<file path="src/rtl/rd_issuer_pkg.sv">
package rd_issuer_pkg;

   typedef enum logic [0:0] {
      RDI_TABLE_SINGLE = 1'b0,
      RDI_TABLE_RING   = 1'b1
   } rdi_table_kind_e;

   function automatic rdi_table_kind_e rdi_pick_table(input int depth);
      return (depth == 1) ? RDI_TABLE_SINGLE : RDI_TABLE_RING;
   endfunction

   function automatic int rdi_ts_width(input int latency);
      return $clog2(latency + 1) + 2;
   endfunction

endpackage

</file>
<file path="src/rtl/rd_issuer_pacer.sv">
module rd_issuer_pacer #(
   parameter int ADDR_W = 34,
   parameter int BLEN_W = 8,
   parameter int GAP    = 5
) (
   input  logic              clk,
   input  logic              rst,
   input  logic              cmd_valid,
   input  logic [ADDR_W-1:0] cmd_addr,
   input  logic [BLEN_W-1:0] cmd_blen,
   output logic              cmd_ready,
   input  logic              room,
   input  logic              mc_busy,
   output logic              mc_rd_req,
   output logic [ADDR_W-1:0] mc_addr,
   output logic [BLEN_W-1:0] mc_blen,
   output logic              fire
);
   localparam int GW = $clog2(GAP + 1);

   logic          held_q;
   logic [GW-1:0] space_q;

   assign mc_rd_req = held_q && (space_q == '0) && room;
   assign fire      = mc_rd_req && !mc_busy;
   assign cmd_ready = !held_q || fire;

   always_ff @(posedge clk) begin
      if (rst) begin
         held_q  <= 1'b0;
         mc_addr <= '0;
         mc_blen <= '0;
      end else if (cmd_ready) begin
         held_q <= cmd_valid;
         if (cmd_valid) begin
            mc_addr <= cmd_addr;
            mc_blen <= cmd_blen;
         end
      end
   end

   always_ff @(posedge clk) begin
      if (rst) begin
         space_q <= '0;
      end else if (fire) begin
         space_q <= GW'(GAP - 1);
      end else if (space_q != '0) begin
         space_q <= space_q - 1'b1;
      end
   end

endmodule

</file>
<file path="src/rtl/rd_issuer_table.sv">
module rd_issuer_table
   import rd_issuer_pkg::*;
#(
   parameter int W     = 12,
   parameter int DEPTH = 4
) (
   input  logic         clk,
   input  logic         rst,
   input  logic         push,
   input  logic [W-1:0] din,
   input  logic         pop,
   output logic [W-1:0] dout,
   output logic         empty,
   output logic         full
);
   localparam rdi_table_kind_e KIND = rdi_pick_table(DEPTH);

   generate
      if (KIND == RDI_TABLE_SINGLE) begin : g_single
         logic         v_q;
         logic [W-1:0] d_q;
         assign empty = !v_q;
         assign full  = v_q;
         assign dout  = d_q;
         always_ff @(posedge clk) begin
            if (rst) begin
               v_q <= 1'b0;
               d_q <= '0;
            end else if (push && !v_q) begin
               v_q <= 1'b1;
               d_q <= din;
            end else if (pop) begin
               v_q <= 1'b0;
            end
         end
      end else begin : g_ring
         localparam int AW = $clog2(DEPTH);
         localparam int CW = $clog2(DEPTH + 1);
         logic [W-1:0]  mem [DEPTH];
         logic [AW-1:0] rp_q, wp_q;
         logic [CW-1:0] cnt_q;
         logic          do_push, do_pop;

         assign empty   = (cnt_q == '0);
         assign full    = (cnt_q == CW'(DEPTH));
         assign dout    = mem[rp_q];
         assign do_push = push && !full;
         assign do_pop  = pop && !empty;

         always_ff @(posedge clk) begin
            if (do_push) mem[wp_q] <= din;
         end

         always_ff @(posedge clk) begin
            if (rst) begin
               rp_q  <= '0;
               wp_q  <= '0;
               cnt_q <= '0;
            end else begin
               if (do_push) wp_q <= (wp_q == AW'(DEPTH - 1)) ? '0 : wp_q + 1'b1;
               if (do_pop)  rp_q <= (rp_q == AW'(DEPTH - 1)) ? '0 : rp_q + 1'b1;
               case ({do_push, do_pop})
                  2'b10:   cnt_q <= cnt_q + 1'b1;
                  2'b01:   cnt_q <= cnt_q - 1'b1;
                  default: cnt_q <= cnt_q;
               endcase
            end
         end
      end
   endgenerate

endmodule

</file>
<file path="src/rtl/rd_issuer_tracker.sv">
module rd_issuer_tracker #(
   parameter int BLEN_W  = 8,
   parameter int TS_W    = 5,
   parameter int LATENCY = 6
) (
   input  logic              clk,
   input  logic              rst,
   input  logic              beat,
   input  logic              empty,
   input  logic [BLEN_W-1:0] head_blen,
   input  logic [TS_W-1:0]   head_ts,
   output logic [TS_W-1:0]   now_ts,
   output logic              pop,
   output logic              lat_err,
   output logic              proto_err
);
   logic [BLEN_W-1:0] got_q;
   logic [TS_W-1:0]   age;
   logic              closing, first_pending, timing_bad;

   assign age           = now_ts - head_ts;
   assign closing       = (head_blen == '0) ||
                          (({1'b0, got_q} + 1'b1) == {1'b0, head_blen});
   assign pop           = beat && !empty && closing;
   assign first_pending = !empty && (got_q == '0);
   assign timing_bad    = first_pending &&
                          (beat ? (age != TS_W'(LATENCY)) : (age == TS_W'(LATENCY)));

   always_ff @(posedge clk) begin
      if (rst) begin
         now_ts    <= '0;
         got_q     <= '0;
         lat_err   <= 1'b0;
         proto_err <= 1'b0;
      end else begin
         now_ts <= now_ts + 1'b1;
         if (pop)                got_q <= '0;
         else if (beat && !empty) got_q <= got_q + 1'b1;
         if (timing_bad)         lat_err   <= 1'b1;
         if (beat && empty)      proto_err <= 1'b1;
      end
   end

endmodule

</file>
<file path="src/rtl/rd_issuer.sv">
module rd_issuer
   import rd_issuer_pkg::*;
#(
   parameter int ADDR_W  = 34,
   parameter int BLEN_W  = 8,
   parameter int DATA_W  = 288,
   parameter int GAP     = 5,
   parameter int LATENCY = 16,
   parameter int DEPTH   = 4
) (
   input  logic              clk,
   input  logic              rst,
   input  logic              cmd_valid,
   input  logic [ADDR_W-1:0] cmd_addr,
   input  logic [BLEN_W-1:0] cmd_blen,
   output logic              cmd_ready,
   output logic              mc_rd_req,
   output logic [ADDR_W-1:0] mc_addr,
   output logic [BLEN_W-1:0] mc_blen,
   input  logic              mc_busy,
   input  logic              mc_rdata_valid,
   input  logic [DATA_W-1:0] mc_rdata,
   output logic              out_valid,
   output logic [DATA_W-1:0] out_data,
   output logic              out_last,
   output logic              lat_err,
   output logic              proto_err
);
   localparam int TS_W = rdi_ts_width(LATENCY);
   localparam int EW   = BLEN_W + TS_W;

   generate
      if (GAP < 1 || GAP > 200) begin : g_bad_gap
         $error("rd_issuer: GAP must lie in 1..200");
      end
      if (LATENCY < 2) begin : g_bad_lat
         $error("rd_issuer: LATENCY must be at least 2");
      end
      if (DEPTH < 1 || DEPTH > 64) begin : g_bad_depth
         $error("rd_issuer: DEPTH must lie in 1..64");
      end
   endgenerate

   logic              fire, t_empty, t_full, t_pop;
   logic [EW-1:0]     t_head;
   logic [TS_W-1:0]   now_ts;

   rd_issuer_pacer #(.ADDR_W(ADDR_W), .BLEN_W(BLEN_W), .GAP(GAP)) u_pacer (
      .clk(clk), .rst(rst),
      .cmd_valid(cmd_valid), .cmd_addr(cmd_addr), .cmd_blen(cmd_blen),
      .cmd_ready(cmd_ready), .room(!t_full), .mc_busy(mc_busy),
      .mc_rd_req(mc_rd_req), .mc_addr(mc_addr), .mc_blen(mc_blen),
      .fire(fire)
   );

   rd_issuer_table #(.W(EW), .DEPTH(DEPTH)) u_table (
      .clk(clk), .rst(rst),
      .push(fire), .din({mc_blen, now_ts}),
      .pop(t_pop), .dout(t_head),
      .empty(t_empty), .full(t_full)
   );

   rd_issuer_tracker #(.BLEN_W(BLEN_W), .TS_W(TS_W), .LATENCY(LATENCY)) u_track (
      .clk(clk), .rst(rst),
      .beat(mc_rdata_valid), .empty(t_empty),
      .head_blen(t_head[EW-1:TS_W]), .head_ts(t_head[TS_W-1:0]),
      .now_ts(now_ts), .pop(t_pop),
      .lat_err(lat_err), .proto_err(proto_err)
   );

   assign out_valid = mc_rdata_valid;
   assign out_data  = mc_rdata;
   assign out_last  = t_pop;

endmodule

</file>
<file path="config.mk">
export PLATFORM = sky130hd
export DESIGN_NAME = rd_issuer
export DESIGN_NICKNAME = d
export VERILOG_FILES = /design/src/rtl/rd_issuer_pkg.sv /design/src/rtl/rd_issuer_pacer.sv /design/src/rtl/rd_issuer_table.sv /design/src/rtl/rd_issuer_tracker.sv /design/src/rtl/rd_issuer.sv
export SDC_FILE = /design/constraint.sdc
export NUM_CORES = 1
export LEC_CHECK = 0
export BUFFER_PORTS_ARGS = -buffer_cell sky130_fd_sc_hd__buf_2
export CORE_AREA = 2 2 263 265
export CTS_CLUSTER_DIAMETER = 40
export DETAILED_ROUTE_END_ITERATION = 10
export DIE_AREA = 0 0 265 267
export MAX_ROUTING_LAYER = met4
export PLACE_DENSITY_LB_ADDON = 0.15
export SYNTH_ARGS = -nofsm -noshare
export SYNTH_HDL_FRONTEND = slang
export SYNTH_SLANG_ARGS = --single-unit
</file>
<file path="constraint.sdc">
create_clock -name clk -period 5.55 [get_ports clk]
set_input_delay 0.2775 -clock clk [delete_from_list [all_inputs] [get_ports clk]]
set_output_delay 0.2775 -clock clk [all_outputs]
set_load 0.005 [all_outputs]
</file>
After elaboration in Yosys (flattened, before gate mapping)
Memories as Yosys holds them, arrays and structs flattened. A register that Yosys moved wholly into a read port is not among the register bits.
Cells that the tools add are included.

cells by class
  muxes and demuxes = 10
  reduce and logical (&&, ||, !) cells = 26
  equal/unequal tests = 8
  add/sub/neg operators = 9

operators with widths
  operator                                               number
  logical NOT 8 bit                                      2
  logical AND 1 bit                                      10
  adder 8 x 1 -> 9 bit, second input constant            1
  equality test 9 x 8 -> 1 bit                           1
  adder 8 x 1 -> 8 bit, second input constant            1
  2-to-1 mux 2 bit                                       4
  adder 7 x 1 -> 7 bit, second input constant            1
  equality test 7 x 5 -> 1 bit, second input constant    1
  inequality test 7 x 5 -> 1 bit, second input constant  1
  subtractor 7 bit                                       1
  equality test 2 bit, second input constant             3
  logical NOT 3 bit                                      2
  2-to-1 mux 3 bit                                       2
  one-hot mux 3 bit (2 select lines)                     1
  subtractor 3 x 1 -> 3 bit, second input constant       2
  adder 2 x 1 -> 2 bit, second input constant            2
  logical NOT 1 bit                                      4
  nonzero test 2 bit                                     2
  OR reduction 2 bit                                     2
  adder 3 x 1 -> 3 bit, second input constant            1
  equality test 3 bit, second input constant             1
  2-to-1 mux 1 bit                                       3
  nonzero test 3 bit                                     1
  equality test 2 x 1 -> 1 bit, second input constant    1
  2 further kinds                                        3

word-level totals
  register bits after elaboration = 70
  memories kept = 1
  logic and storage cells = 66
  RAM bits = 60

memory list
  memory              depth  width  read ports  clocked after Yosys merged registers in  write ports  RTL line               text
  u_table.g_ring.mem  4      15     1           1                                        1            rd_issuer_table.sv:39  logic [W-1:0] mem [DEPTH];

Depth between registers and ports, before layout
Gate-level depths: netlist of the first run.

  depth after elaboration = 7
  depth in mapped cells = 14
  gate-level depth less buffers = 13

Cells and area by module
From an unflattened synthesis of the first run, not the netlist that was laid out.

second synthesis, totals
  cells, all modules = 787
  area total of the unflattened synthesis = 8279.2 sq um

by module, submodules not included
  module             area each (sq um)  cells each  instances  sequential area each (sq um)
  rd_issuer_table    2655.0             132         1          1981.9
  rd_issuer          2173.3             290         1          0.0
  rd_issuer_pacer    2145.8             207         1          920.9
  rd_issuer_tracker  1305.0             158         1          340.3

Worst setup path after synthesis of the first run
No wires, ideal clock.

  path type = reg-to-reg
  start point = register with a tool-made name
  end point = register u_table.g_ring.cnt_q[2]
  setup time = 0.070 ns
  arrival = 3.004 ns
  stages on the path, launching flop included = 14
  slack = 2.476 ns
  period minus slack after synthesis = 3.074 ns
  cells stage by stage = dfxtp_1 buf_6 mux4_2 xnor3_1 o2111ai_1 and4bb_2 a21oi_4 nor2_1 ha_1 inv_1 fa_1 xor2_1 or3_1 a21oi_1

RTL lines
  what                    RTL line               text
  end signal: assignment  rd_issuer_table.sv:63  2'b10: cnt_q <= cnt_q + 1'b1;
  end signal: assignment  rd_issuer_table.sv:64  2'b01: cnt_q <= cnt_q - 1'b1;
  end signal: assignment  rd_issuer_table.sv:65  default: cnt_q <= cnt_q;
  end: declaration        rd_issuer_table.sv:41  logic [CW-1:0] cnt_q;

==> qor.yml, run 1 <==
outcome:
  status: "finished clean"
global_routing:
  grt_util_all_layers: 0.0631
  grt_pass1_vias: 4447
  grt_pass1_wl_microns: 31300
  gr-total-overflow: 0
  antenna_found_initial: 7
  grt_start_max_net_pins: 81
die:
  die_h_microns: 267
  core_area_sq_um: 68000
  ios: 671
  rows: 96
  die_area_sq_um: 70800
  die_w_microns: 265
  start_util: 0.114
route:
  drc: 0
  final_antenna_net_count: 0
  drtPass1Iterations: 4
  drt_wl_total_microns: 22100
  viasPerCell: 2.88
  drt-initial-drc-count: 136
  vias: 4274
  wire_per_inst_microns: 14.9
finish:
  register_area_sq_um: 3240
  drive_gt1_frac: 0.227
  multiInputGateArea_sq_um: 2170
  nets: 936
  fill_cells: 7824
  synthToLayoutAreaGrowth_pct: -0.820
clock_network:
  cts_htree_levels: 4
  cts-buffers-inserted: 17
  cts.repair.resized: 0
  clkSinkCount: 132
  worstSkewPairLatency_ns: 0.43
  cts_setup_buffers: 0
  ctsHoldBuffers: 0
  cts_tree: "yes"
  root_buffer: "clkbuf_16"
  clock_path_buffers: 2
  clkTransAtPathRegs_ns: 0.06
synthesis:
  synthTopCellsByArea: "buf_4 (28%), edfxtp_1 (23%), dfxtp_1 (19%)"
  ys_warn_count: 0
  synth_edf_count: 60
  yosysMostFrequentCell: "buf_4"
  synth-main-ff-cell: "dfxtp_1"
  syn_area_sq_um: 7780
  ys_seq_elements: 132
  synth_fp_nets: 1137
  synth_cells: 783
  avgSynthCellArea_sq_um: 9.93
  ys_seq_area_frac: 0.417
  yosysTopAreaCell: "buf_4"
  synth_cell_types: 47
  netlist_top_cells_count: "buf_4 (289), nand2_1 (102), dfxtp_1 (72)"
  yosysTopAreaCellShare: 0.279
  async_reset_ff_frac: 0
worst_hold_path:
  hold_class: "in -> reg"
  min_from: "cmd_addr[33]"
sta:
  hold_violations: 0
  fin_setup_tns_ns: 0
  rsz0062_at_grt: "no"
  worst_pin_slew_ns: 1.05
  fin_worst_skew_ns: 0.0112
  period_needed_ns: 3.74
  finalSetupViolCount: 0
  drv_slew: 0
  fmax_ghz: 0.268
  relSlewSlack: 0.297
  period_share: 0.673
placed_design:
  gp_congestion: 0.655
  dpl.hpwl_microns: 15900
  port_buffers: 94
power_and_ir_drop:
  power.density_nw_per_um2: 337
  total_power_mw: 2.60
  peakVddDrop_mv: 0.221
  power_leakage_nw: 2.72
worst_setup_path:
  cp-start-kind: "flop"
  critPathBufInv: 1
  crit_slowest_cell: "dfxtp_1"
  max_stage_delay_ns: 0.81
  path_max_fanout: 11
  critPathArrivalTime_ns: 4.08
  required_ns: 5.89
  setup.worst_path.class: "reg -> reg"
  cp_top_family: "flip-flops"
  path_cells: "mux4_2 -> xnor3_1 -> o2111ai_1 -> and4bb_2 -> a21oi_4 -> nor2_1 -> ha_1 -> inv_1 -> fa_1 -> xor2_1 -> or3_1 -> a21oi_1"
  endpoint_kind: "flop"
run:
  cap_violations: 0
sequential cells by signal, indices dropped and copies added (netlist names), named ones only:
name / cells
u_pacer.held_q: 1
u_track.now_ts: 7
u_pacer.mc_blen: 8
u_track.lat_err: 1
u_table.g_ring.wp_q: 2
u_track.got_q: 8
u_table.g_ring.rp_q: 2
u_table.g_ring.cnt_q: 3
u_table.g_ring.mem: 60
u_track.proto_err: 1
u_pacer.space_q: 3
u_pacer.mc_addr: 34
cells by family (layout without fill, tap and decap cells):
| group | count (synthesis) | in the layout | synth area share |
|---|---|---|---|
| buf+inv | 335 | 147 | 0.305 |
| simple gates | 181 | 181 | 0.109 |
| flops | 132 | 132 | 0.417 |
| mux | 16 | 16 | 0.0500 |
| fa+ha+maj | 19 | 19 | 0.0315 |
| other cells | 0 | 7 | 0 |
| xor+xnor | 22 | 22 | 0.0320 |
| compound gates | 78 | 78 | 0.0561 |
worst register-to-register path: stages, from the launching register on:
cell       delay (ns)
dfxtp_1          0.81
mux4_2           0.64
xnor3_1          0.29
o2111ai_1        0.12
and4bb_2         0.36
a21oi_4          0.10
nor2_1           0.11
ha_1             0.20
inv_1            0.06
fa_1             0.37
xor2_1           0.16
or3_1            0.31
a21oi_1          0.14
report_power, final:
part / total (mW) / internal [mW] / leakage, nW / switching [mW]
Clock: 1.23 / 0.767 / 0.299 / 0.465
Sequential: 1.10 / 1.07 / 1.14 / 0.0344
Combinational: 0.264 / 0.108 / 1.28 / 0.156
per-layer routing:
layer  GRT usage  up-vias  part of all wire
li1            -     1933                 -
met1      0.0694     1978              0.42
met2      0.0858      268              0.41
met3      0.0387       95              0.12
met4      0.0379        0             0.044
met5           -        -                 0
path summary, 6_finish.rpt:
| path | end | slack (ns) | cells after the start |
|---|---|---|---|
| min reg2reg | u_pacer.mc_addr[7] | 0.45 | 2 |
| min | u_pacer.mc_addr[33] | 0.09 | 3 |
| max | u_table.g_ring.cnt_q[2] | 1.81 | 12 |
| max reg2reg | u_table.g_ring.cnt_q[2] | 1.81 | 12 |
through the flow:
step                      hold WS [ns]  setup slack (ns)   util  std cells  cell area (sq um)
after floorplan                  0.395              2.48      -        783               7780
after global placement           0.441              1.81  0.104       1445               7070
after detailed placement         0.443              1.70  0.104       1445               7070
after CTS                       0.0522              1.72  0.113       1477               7700
after global routing            0.0720              1.54  0.113       1483               7710
final                           0.0873              1.81  0.113       1484               7710
layout by cell type, fill, tap and decap left out, types with 3 or more instances in the layout:
master	count
a21oi_1	59
or3_1	3
o211ai_1	4
xnor3_1	3
clkbuf_16	17
mux4_1	11
diode_2	7
nor3_1	8
nand3b_1	6
xnor2_1	9
nor2_1	18
nand3_1	9
nor3b_1	5
mux4_2	4
nor2b_1	3
ha_1	18
buf_2	93
and3_1	4
nand2b_1	3
inv_1	20
nand2_1	101
o21ai_0	6
dfxtp_1	72
xor2_1	9
bufinv_16	4
edfxtp_1	60
and2_1	5
nor4_1	4
final cells by class:
class | instances | share of cell area
sequential | 132 | 0.420
multi-input combinational | 316 | 0.281
clock buffer | 20 | 0.0579
timing repair buffer | 95 | 0.0623
clock inverter | 12 | 0.0232
inverter | 20 | 0.00973
tap | 882 | 0.143
antenna | 7 | 0.00227
Power figures use the tool's default switching activity.
==> inputs of run 2 (changes only) <==
--- a/config.mk
+++ b/config.mk
@@ -5,11 +5,12 @@
 export SDC_FILE = /design/constraint.sdc
 export NUM_CORES = 1
 export LEC_CHECK = 0
+export ABC_AREA = 1
 export BUFFER_PORTS_ARGS = -buffer_cell sky130_fd_sc_hd__buf_2
-export CORE_AREA = 2 2 263 265
+export CORE_AREA = 2 2 259 261
 export CTS_CLUSTER_DIAMETER = 40
 export DETAILED_ROUTE_END_ITERATION = 10
-export DIE_AREA = 0 0 265 267
+export DIE_AREA = 0 0 261 263
 export MAX_ROUTING_LAYER = met4
 export PLACE_DENSITY_LB_ADDON = 0.15
 export SYNTH_ARGS = -nofsm -noshare
==> constraint.sdc (replaced) <==
create_clock -name clk -period 3 [get_ports clk]
set_input_delay 0.15 -clock clk [delete_from_list [all_inputs] [get_ports clk]]
set_output_delay 0.15 -clock clk [all_outputs]
set_load 0.005 [all_outputs]
==> run 2 against run 1 <==
Net effect: the run now fails in detailed routing; synthesized area rose by 1.1%; global-route usage rose by 3.6 points; synthesized cell count rose by 21%.
==> qor.yml, run 2 <==
die:
  rows: 94
  ios: 671
  die_w_microns: 261
  start_util: 0.120
  die_h_microns: 263
global_routing:
  grt_pass1_wl_microns: 45400
  gr-total-overflow: 0
  antenna_found_initial: 2
  grt_util_all_layers: 0.0995
  grt_pass1_vias: 5289
  grt_start_max_net_pins: 44
synthesis:
  ys_warn_count: 0
  netlist_top_cells_count: "buf_4 (290), nand2_1 (145), nor2_1 (121)"
  synth_compound_area_frac: 0.0616
  yosysTopAreaCellShare: 0.277
  ys_seq_elements: 132
  synth_edf_count: 60
  yosys.area_share.simple: 0.168
  syn_area_sq_um: 7860
  synth-main-ff-cell: "dfxtp_1"
  yosysTopAreaCell: "buf_4"
  synth_cell_types: 30
  ys_seq_area_frac: 0.412
  synth_cells: 946
  synthTopCellsByArea: "buf_4 (28%), edfxtp_1 (23%), dfxtp_1 (18%)"
  synth_top_family_by_area: "buffers and inverters"
  async_reset_ff_frac: 0
  synth_fa_ha_area_frac: 0.0312
  yosysMostFrequentCell: "buf_4"
  avgSynthCellArea_sq_um: 8.31
  synth_fp_nets: 1300
  synthMuxAreaShare: 0
  synth_xor_area_frac: 0.00334
placed_design:
  dpl.hpwl_microns: 27500
  gp_congestion: 0.718
  port_buffers: 94
  placed_cells: 1607
clock_network:
  clkSinkCount: 132
  cts-buffers-inserted: 17
  root_buffer: "clkbuf_16"
  clock_path_buffers: 2
  cts_htree_levels: 4
outcome:
  haltStage: "detailed routing"
  status: "aborted with a tool error"
  tool.error: "[ERROR DRT-0255] Maze Route cannot find path of net mc_rdata[133] in worker of routeBox ( 241500 96600 ) ( 261000 144900 )."
sta:
  worstEpCategory: "sequential cell input"
  grt-worst-endpoint: "u_table.g_ring.cnt_q[2]$_SDFFE_PP0P_/D"
==> run 2: cell types whose count changed after synthesis, sizes merged, moves of 30 or more <==
cell   delta
inv      +40
o21ai    +53
nor2    +104
nand2    +48
a21oi    -35
nand3    +30
==> run 2: kinds of logic after synthesis <==
logic type | count (synthesis)
compound gates | 91
flops | 132
simple gates | 326
fa+ha+maj | 19
xor+xnor | 3
buf+inv | 375
==> run 2: routing by layer <==
metal	track usage
met3	0.0928
met5	-
met4	0.0458
met1	0.0880
met2	0.143
==> run 2: per-stage QoR <==
stage	worst slack (ns)	hold slack (ns)	instance area (sq um)	util
after floorplan	0.530	0.228	7860	-
after global placement	0.209	0.300	7260	0.111
after detailed placement	0.242	0.300	7260	0.111
after CTS	0.224	0.00193	8260	0.126
after global routing	0.0218	0.0388	8280	0.126
==> run 2: timing repair <==
| item | 4_1_cts | 5_1_grt |
|---|---|---|
| endpoints found under the hold margin | 42 | 0 |
| setup buffers | 0 | 0 |
| resized for setup | 0 | 3 |
| endpoints found under the setup margin | 0 | 1 |
| hold buffers | 42 | 0 |
==> inputs of run 3 (changes only) <==
--- a/config.mk
+++ b/config.mk
@@ -7,11 +7,9 @@
 export LEC_CHECK = 0
 export ABC_AREA = 1
 export BUFFER_PORTS_ARGS = -buffer_cell sky130_fd_sc_hd__buf_2
-export CORE_AREA = 2 2 259 261
-export CTS_CLUSTER_DIAMETER = 40
+export CORE_AREA = 2 2 264 266
 export DETAILED_ROUTE_END_ITERATION = 10
-export DIE_AREA = 0 0 261 263
-export MAX_ROUTING_LAYER = met4
+export DIE_AREA = 0 0 266 268
 export PLACE_DENSITY_LB_ADDON = 0.15
 export SYNTH_ARGS = -nofsm -noshare
 export SYNTH_HDL_FRONTEND = slang
==> constraint.sdc (replaced) <==
create_clock -name clk -period 3.9 [get_ports clk]
set_input_delay 0.195 -clock clk [delete_from_list [all_inputs] [get_ports clk]]
set_output_delay 0.195 -clock clk [all_outputs]
set_load 0.005 [all_outputs]
==> run 3 against run 2 <==
Net effect: the flow now finishes without violations; synthesized cell count did not move; global-route usage fell by 0.17 points; synthesized area did not move.
==> qor.yml, run 3 <==
outcome:
  status: "finished clean"
synthesis:
  synth_edf_count: 60
  ys_seq_area_frac: 0.412
  syn_area_sq_um: 7860
  yosysTopAreaCellShare: 0.277
  synthTopCellsByArea: "buf_4 (28%), edfxtp_1 (23%), dfxtp_1 (18%)"
  avgSynthCellArea_sq_um: 8.31
  synth_fp_nets: 1300
  synth-main-ff-cell: "dfxtp_1"
  yosysMostFrequentCell: "buf_4"
  yosysTopAreaCell: "buf_4"
  ys_warn_count: 0
  synth_cell_types: 30
  async_reset_ff_frac: 0
  ys_seq_elements: 132
  synth_cells: 946
  netlist_top_cells_count: "buf_4 (290), nand2_1 (145), nor2_1 (121)"
route:
  wire_per_inst_microns: 21.9
  vias: 5159
  drtPass1Iterations: 6
  drt_wl_total_microns: 36500
  drt-initial-drc-count: 194
  final_antenna_net_count: 0
  viasPerCell: 3.10
  drc: 0
sta:
  period_needed_ns: 3.16
  relSlewSlack: 0.493
  period_share: 0.810
  finalSetupViolCount: 0
  drv_slew: 0
  fmax_ghz: 0.317
  fin_worst_skew_ns: 0.00880
  hold_violations: 0
  worst_pin_slew_ns: 0.759
  fin_setup_tns_ns: 0
  rsz0062_at_grt: "no"
clock_network:
  worstSkewPairLatency_ns: 0.42
  cts_tree: "yes"
  root_buffer: "clkbuf_16"
  cts_htree_levels: 4
  clkSinkCount: 132
  clkTransAtPathRegs_ns: 0.06
  clock_path_buffers: 2
  cts-buffers-inserted: 17
worst_setup_path:
  critPathArrivalTime_ns: 3.47
  cp_common_cell: "nand2_1"
  path_max_fanout: 21
  rr_worst_depth: 18
  max_stage_delay_ns: 0.55
  endpoint_kind: "flop"
  crit_slowest_cell: "inv_1"
  path_cells: "inv_1 -> nand3_1 -> nand2_1 -> nand2_1 -> nand2_1 -> nand3_1 -> nor2_1 -> nand3_1 -> nand2_1 -> nand2_2 -> inv_1 -> ha_1 -> inv_1 -> fa_1 -> a21oi_1 -> o21ai_0 -> o21ai_0 -> a21oi_1"
  setup.worst_path.class: "reg -> reg"
  cp-start-kind: "flop"
  required_ns: 4.21
placed_design:
  dpl.hpwl_microns: 29000
  port_buffers: 94
  placed_cells: 1618
  gp_congestion: 0.699
worst_hold_path:
  hold_class: "in -> reg"
  hold_depth: 3
die:
  die_w_microns: 266
  core_area_sq_um: 68200
  die_h_microns: 268
  die_area_sq_um: 71300
  start_util: 0.115
  rows: 96
  ios: 671
global_routing:
  grt_pass1_wl_microns: 47600
  grt_util_all_layers: 0.0977
  gr-total-overflow: 0
  antenna_found_initial: 4
  grt_start_max_net_pins: 44
  grt_pass1_vias: 5149
power_and_ir_drop:
  peakVddDrop_mv: 0.244
  power_leakage_nw: 3.17
  pwr-share-seq: 0.422
  internal_power_mw: 2.81
  power.density_nw_per_um2: 478
  switching_power_uw: 992
  total_power_mw: 3.80
  p_clk_frac: 0.453
  power_frac_comb: 0.124
  p_sw_frac: 0.261
run:
  cap_violations: 0
finish:
  nets: 1121
  layout_common_cells: "nand2_1 (145), nor2_1 (121), buf_2 (94)"
  stdcell_count: 1663
  largest_reg_flops: 60
  largestRegisters: "u_table.g_ring.mem (60), u_pacer.mc_addr (34)"
  synthToLayoutAreaGrowth_pct: 1.15
  final_common_cell: "nand2_1"
  top_register: "u_table.g_ring.mem"
  drive_gt1_frac: 0.188
[run 3: cell counts after synthesis]
Identical to the previous run, type by type.
[run 3: stage by stage]
stage,utilization,area [sq um],worst slack [ns],hold slack [ns]
floorplan,-,7860,1.43,0.273
global placement,0.106,7200,0.704,0.390
detailed placement,0.106,7200,0.620,0.390
CTS,0.117,7950,0.627,0.000540
global route,0.117,7950,0.376,0.0311
finish,0.117,7950,0.742,0.0213
[run 3: area by class of cell]
class	instances	area (sq um)
fillers	7850	60300
flip-flops and latches	132	3240
multi-input cells	439	2080
well taps	882	1100
repair buffers	116	666
clock buffers	20	479
inverters	61	230
clock inverters	12	149
diodes	1	2.50
[run 3: repair_timing]
item,in CTS,in global routing
hold buffers,12,0
endpoints found under the hold margin,12,0
buffers inserted,0,0
gates resized for setup,0,0
[run 3: path summary, 6_finish.rpt]
| path | from | slack [ns] | to |
|---|---|---|---|
| max | flop | 0.74 | u_table.g_ring.cnt_q[2] |
| min | cmd_addr[19] | 0.02 | u_pacer.mc_addr[19] |
| min reg2reg | u_track.lat_err | 0.45 | u_track.lat_err |
| max reg2reg | flop | 0.74 | u_table.g_ring.cnt_q[2] |
[run 3: kinds of logic (layout without fill, tap and decap cells)]
logic type / after synthesis / after routing / share of synthesized area
AO/OA/AOI/OAI: 91 / 91 / 0.0616
XOR/XNOR: 3 / 3 / 0.00334
adder cells (fa/ha/maj): 19 / 19 / 0.0312
buffers and inverters: 375 / 209 / 0.323
flip-flops: 132 / 132 / 0.412
other: 0 / 1 / 0
AND/OR/NAND/NOR: 326 / 326 / 0.168
[run 3: power groups by stage]
stage	Sequential [mW]	Clock [mW]	Combinational (mW)
after floorplan	1.63	0	0.535
after global routing	1.62	1.85	0.553
after CTS	1.61	1.80	0.490
after detailed placement	1.64	0	0.479
final	1.61	1.72	0.472
after global placement	1.64	0	0.480
[run 3: routing by layer]
| layer | track usage | vias up | wire length, microns |
|---|---|---|---|
| met3 | 0.0965 | 129 | 7640 |
| met4 | 0.0595 | 6 | 2200 |
| met5 | 0.0115 | - | 92 |
| met2 | 0.137 | 493 | 14900 |
| met1 | 0.0887 | 2162 | 11600 |
| li1 | - | 2369 | - |
[run 3: worst max-delay path, delay by kind of cell (launching register included)]
kind / cells / cell delay [ns]
simple gates: 9 / 0.95
fa+ha+maj: 2 / 0.53
compound gates: 4 / 0.47
flops: 1 / 0.31
buf+inv: 3 / 0.78
